`config.mk`:
```
export PLATFORM = sky130hd
export DESIGN_NAME = midi_stamp_writer
export DESIGN_NICKNAME = d
export VERILOG_FILES = /design/src/rtl/midi_stamp_pkg.sv /design/src/rtl/midi_byte_classifier.sv /design/src/rtl/midi_room_check.sv /design/src/rtl/midi_stamp_sequencer.sv /design/src/rtl/midi_stamp_writer.sv
export SDC_FILE = /design/constraint.sdc
export NUM_CORES = 1
export LEC_CHECK = 0
export ABC_CLOCK_PERIOD_IN_PS = 3100
export BUFFER_PORTS_ARGS = -buffer_cell sky130_fd_sc_hd__buf_2
export CORE_ASPECT_RATIO = 0.75
export CORE_MARGIN = 4
export CORE_UTILIZATION = 30
export CTS_CLUSTER_DIAMETER = 80
export DETAILED_ROUTE_END_ITERATION = 8
export PLACE_DENSITY = 0.57
export SLEW_MARGIN = 20
export SYNTH_ARGS = -nofsm -noshare
export SYNTH_HDL_FRONTEND = slang
export SYNTH_SLANG_ARGS = --single-unit
```
`constraint.sdc`:
```
create_clock -name clk -period 3.1 [get_ports clk]
set_input_delay 0.62 -clock clk [delete_from_list [all_inputs] [get_ports clk]]
set_output_delay 0.62 -clock clk [all_outputs]
set_load 0.05 [all_outputs]
```
`src/rtl/midi_stamp_pkg.sv`:
```
package midi_stamp_pkg;

    localparam logic [7:0] SENSE_CODE = 8'hFE;

    typedef enum logic [1:0] {
        KIND_DATA   = 2'd0,
        KIND_STATUS = 2'd1,
        KIND_DROP   = 2'd2
    } byte_kind_e;

    typedef struct packed {
        logic       is_stamp;
        logic [7:0] data;
    } q_entry_t;

    function automatic logic has_status_bit(input logic [7:0] b);
        return b[7];
    endfunction

    function automatic int stamp_entries(input int ts_bits);
        return (ts_bits + 7) / 8;
    endfunction

endpackage

```
`src/rtl/midi_byte_classifier.sv`:
```
module midi_byte_classifier
    import midi_stamp_pkg::*;
(
    input  logic [7:0] byte_in,
    input  logic       drop_en,
    output byte_kind_e kind
);
    always_comb begin
        if (drop_en && byte_in == SENSE_CODE)
            kind = KIND_DROP;
        else if (has_status_bit(byte_in))
            kind = KIND_STATUS;
        else
            kind = KIND_DATA;
    end
endmodule

```
`src/rtl/midi_room_check.sv`:
```
module midi_room_check
    import midi_stamp_pkg::*;
#(
    parameter int FREE_W  = 4,
    parameter int STAMP_N = 2
) (
    input  byte_kind_e        kind,
    input  logic [FREE_W-1:0] free_cnt,
    input  logic              in_flight,
    output logic              fits
);
    localparam int NEED_W = FREE_W + 2;

    logic [NEED_W-1:0] need;
    logic [NEED_W-1:0] have;

    always_comb begin
        need = NEED_W'(1) + NEED_W'(in_flight);
        if (kind == KIND_STATUS)
            need = need + NEED_W'(STAMP_N);
        have = NEED_W'(free_cnt);
        fits = (have >= need);
    end
endmodule

```
`src/rtl/midi_stamp_sequencer.sv`:
```
module midi_stamp_sequencer
    import midi_stamp_pkg::*;
#(
    parameter int TS_W    = 16,
    parameter int STAMP_N = 2
) (
    input  logic            clk,
    input  logic            rst,
    input  logic            push,
    input  logic            push_stamp,
    input  logic [7:0]      push_byte,
    input  logic [TS_W-1:0] snap_time,
    output logic            busy,
    output logic            out_valid,
    output q_entry_t        out_entry
);
    localparam int SH_W  = STAMP_N * 8;
    localparam int PND_W = $clog2(STAMP_N + 1);

    logic [SH_W-1:0]  shreg;
    logic [PND_W-1:0] pend;

    always_ff @(posedge clk) begin
        if (rst) begin
            shreg     <= '0;
            pend      <= '0;
            out_valid <= 1'b0;
            out_entry <= '0;
        end else if (pend != '0) begin
            out_valid          <= 1'b1;
            out_entry.is_stamp <= 1'b1;
            out_entry.data     <= shreg[7:0];
            shreg              <= shreg >> 8;
            pend               <= pend - PND_W'(1);
        end else if (push) begin
            out_valid          <= 1'b1;
            out_entry.is_stamp <= 1'b0;
            out_entry.data     <= push_byte;
            if (push_stamp) begin
                shreg <= SH_W'(snap_time);
                pend  <= PND_W'(STAMP_N);
            end
        end else begin
            out_valid <= 1'b0;
        end
    end

    assign busy = (pend != '0);
endmodule

```
`src/rtl/midi_stamp_writer.sv`:
```
module midi_stamp_writer
    import midi_stamp_pkg::*;
#(
    parameter int TS_W   = 16,
    parameter int FREE_W = 4
) (
    input  logic              clk,
    input  logic              rst,
    input  logic              rx_valid,
    input  logic [7:0]        rx_byte,
    output logic              rx_ready,
    input  logic [TS_W-1:0]   time_now,
    input  logic              drop_sense_en,
    input  logic [FREE_W-1:0] fifo_free,
    output logic              wr_en,
    output logic [7:0]        wr_data,
    output logic              wr_tag,
    output logic              overrun
);
    localparam int STAMP_N = stamp_entries(TS_W);

    byte_kind_e kind;
    logic       fits;
    logic       accept;
    logic       push;
    logic       busy;
    q_entry_t   entry;

    midi_byte_classifier u_class (
        .byte_in (rx_byte),
        .drop_en (drop_sense_en),
        .kind    (kind)
    );

    midi_room_check #(.FREE_W(FREE_W), .STAMP_N(STAMP_N)) u_room (
        .kind      (kind),
        .free_cnt  (fifo_free),
        .in_flight (wr_en),
        .fits      (fits)
    );

    assign rx_ready = !busy;
    assign accept   = rx_valid && rx_ready;
    assign push     = accept && (kind != KIND_DROP) && fits;

    midi_stamp_sequencer #(.TS_W(TS_W), .STAMP_N(STAMP_N)) u_seq (
        .clk        (clk),
        .rst        (rst),
        .push       (push),
        .push_stamp (kind == KIND_STATUS),
        .push_byte  (rx_byte),
        .snap_time  (time_now),
        .busy       (busy),
        .out_valid  (wr_en),
        .out_entry  (entry)
    );

    assign wr_data = entry.data;
    assign wr_tag  = entry.is_stamp;

    always_ff @(posedge clk) begin
        if (rst)
            overrun <= 1'b0;
        else if (accept && kind != KIND_DROP && !fits)
            overrun <= 1'b1;
    end
endmodule

```
==> results.toml <==
[status]
status = "finished clean"

[critical_path]
cp_cell_sequence = "buf_2, nand4_2, o41a_1, ha_1, inv_1, ha_1, a211oi_1, o21a_1, buf_12, nor4_1, buf_4, nor4_1"
crit_buf_inv = 4
cp_slowest_stage_delay_ns = 0.39
crit_fanout = 25
crit_start = "rx_byte[2]"
critPathLaunchType = "primary input"
r2r_start = "u_seq.pend[0]"
cp_slowest_cell = "o41a_1"
crit_arrival_ns = 2.88
worstSetupEndpointType = "register"
crit_type = "primary input to register"
path_delay_family = "compound AO/OA/AOI/OAI gates"
required_ns = 3.30

[synth]
synthSimpleGateAreaFrac_pct = 23.4
synth-compound-area-share_pct = 24.4
synth_seq_cells = 29
synth_top_family_by_area = "compound AO/OA/AOI/OAI gates"
yosys_warnings = 0
synth-edff-count = 0
synth_xor_area_share_pct = 0
synth_fa_ha_area_share_pct = 4.99
syn_area_per_cell_um2 = 8.65
syn-cell-area_um2 = 1510
synth.area.mux_share_pct = 0.665
synth_flop_cell = "dfxtp_1"
synth_cell_type_count = 29
yosysSeqAreaShare_pct = 38.6
syn_inst = 174
ys_async_sr_fraction_pct = 0
synth_nets = 212

[final_layout]
stdcell_area_um2 = 1890
area_delta_synth_final_pct = 25.5
diodes = 0
nNetsFinal = 253
post_route_cells_drive_above_1_share_pct = 30.1

[floorplanning]
fp.dieW_um = 89.8
coreArea_um2 = 4870
die_y_um = 69.3
ios = 44
rows = 22
initial_core_util_pct = 30.9
die_area_um2 = 6230

[clock_tree]
cts.hold.buffers_added = 0
clk_latency_ns = 0.29
post_cts_resized = 0
htreeDepth = 2
clk_pin_slew_worst_paths_ns = 0.07
root_buffer = "clkbuf_8"
cts_setup_buffers = 0
cts.sink_count = 29
cts_tree = "done"
cts_buffers = 5
ctsLongestPathBuffers = 2

[drt]
firstDrtPassIters = 4
num_vias = 1542
ant_nets = 0
initialDrtViolationCount = 133
wl_um = 4340
drc = 0
via_per_inst = 5.59
avgRoutedWirePerCell_um = 15.7

[global_routing]
antenna_found_initial = 0
grt_start_max_net_pins = 27
grt.total_usage_pct = 14.8
grt-ovfl-total = 0
first_global_vias = 1499
grt_pass1_wl_um = 7450

[sta]
max_freq_ghz = 0.373
holdWs_ns = 0.472
hold_viol_final = 0
period_minus_slack_ns = 2.68
setup-tns-final_ns = 0
finalSetupViolations = 0
fin_crit_sh_pct = 86.4
tightest_slew_ns = 1.06
rsz0062_at_grt = "no"
drv_slew = 0
slew_headroom_pct = 29.4
fin_skew_ns = 0.00782

[min_path]
hold_class = "register to register"
hp-start = "u_seq.shreg[14]"

[placed_design]
hpwl_um = 3040
dpl-instance-area_um2 = 1790
routabilityCongestion = 0.779
port_buffers = 43

[power]
power_w = 0.00187
pwr_density_cell_nw_per_um2 = 987
peakVddDrop_uv = 343
p_leak_nw = 0.780

[run]
cap_violations = 0
[worst reg2reg max path, delay by kind of cell, from the launching register on]
kind	cells	cell delay, ns
compound gates	2	0.75
fa+ha+maj	1	0.56
buf+inv	1	0.08
flops	1	0.31
simple gates	1	0.53
[area by class of cell]
class                      instances  area [um2]
timing repair buffer              53         303
multi-input combinational        119         803
sequential                        29         581
fill                             509        2980
clock inverter                     1        5.00
tap                               60        75.1
inverter                           7        26.3
clock buffer                       7        96.3
[registers in the layout, indices dropped and copies added (netlist names)]
register         cells
u_seq.pend           2
u_seq.out_entry      9
u_seq.out_valid      1
u_seq.shreg         16
overrun              1
[cell families (layout without fill, tap and decap cells)]
logic type / count (synthesis) / after routing
buf+inv: 26 / 68
mux: 1 / 1
flops: 29 / 29
fa+ha+maj: 6 / 6
compound gates: 47 / 47
simple gates: 65 / 65
[path summary, 6_finish.rpt]
path | slack [ns] | cells past startpoint | end
worst min register to register | 0.47 | 2 | u_seq.shreg[14]
worst max-delay path | 0.42 | 12 | u_seq.out_entry[5]
worst max register to register | 0.83 | 5 | u_seq.shreg[4]
worst min-delay path | 0.47 | 2 | u_seq.shreg[14]
[synth_stat cells, types with 2 or more instances]
cell       n  area [um2]
a211oi_1  10        75.1
a21oi_1   10        50.1
a311oi_1   7        61.3
a31oi_1    2        12.5
buf_1      3        11.3
buf_2      4        20.0
buf_6      2        22.5
clkbuf_1   9        33.8
dfxtp_1   29         581
ha_1       6        75.1
inv_1      6        22.5
nand2_1    4        15.0
nand2b_1   3        18.8
nand4_1    8        50.1
nor2_1    20        75.1
nor4_1    26         163
o221a_2    2        22.5
o31ai_1   11        82.6
o41a_1     2        22.5
[report_power, final]
| group | leakage [nW] | switching [W] | internal, W |
|---|---|---|---|
| logic | 0.487 | 0.000654 | 0.000289 |
| clock network | 0.0542 | 0.000152 | 0.000200 |
| registers | 0.239 | 0.0000671 | 0.000502 |
[per-layer routing]
layer  vias up  track usage (%)  routed length (um)
met5         -                0                   0
met4         0             5.78                  64
met3         7             4.34                 316
met2        52             22.0                1820
met1       725             20.2                2140
li1        758                -                   -
[through the flow]
stage                     setup slack (ns)  cells  utilization (%)
after global placement               0.151    268             36.7
after floorplan                      0.326    174                -
after global routing                 0.145    276             38.8
after detailed placement             0.127    268             36.7
final                                0.422    276             38.8
after CTS                            0.413    276             38.8
[layout by cell type, fill, tap and decap left out]
cell,n
buf_2,43
a311oi_1,7
nand4_2,1
o41a_1,2
nand2_1,4
nand2b_1,3
o221a_2,2
mux2i_1,1
clkinv_2,1
nand4_1,8
nor4_1,26
buf_4,9
buf_12,1
nand3_1,1
clkbuf_8,7
and2_1,1
a31oi_1,2
inv_1,6
o21ai_1,1
a211oi_1,10
dfxtp_1,29
clkinv_1,1
ha_1,6
o31ai_1,11
nor2_1,20
a21oi_1,10
o41ai_4,1
o21a_1,1
nor2b_1,1
(Power assumes the default switching activity.)
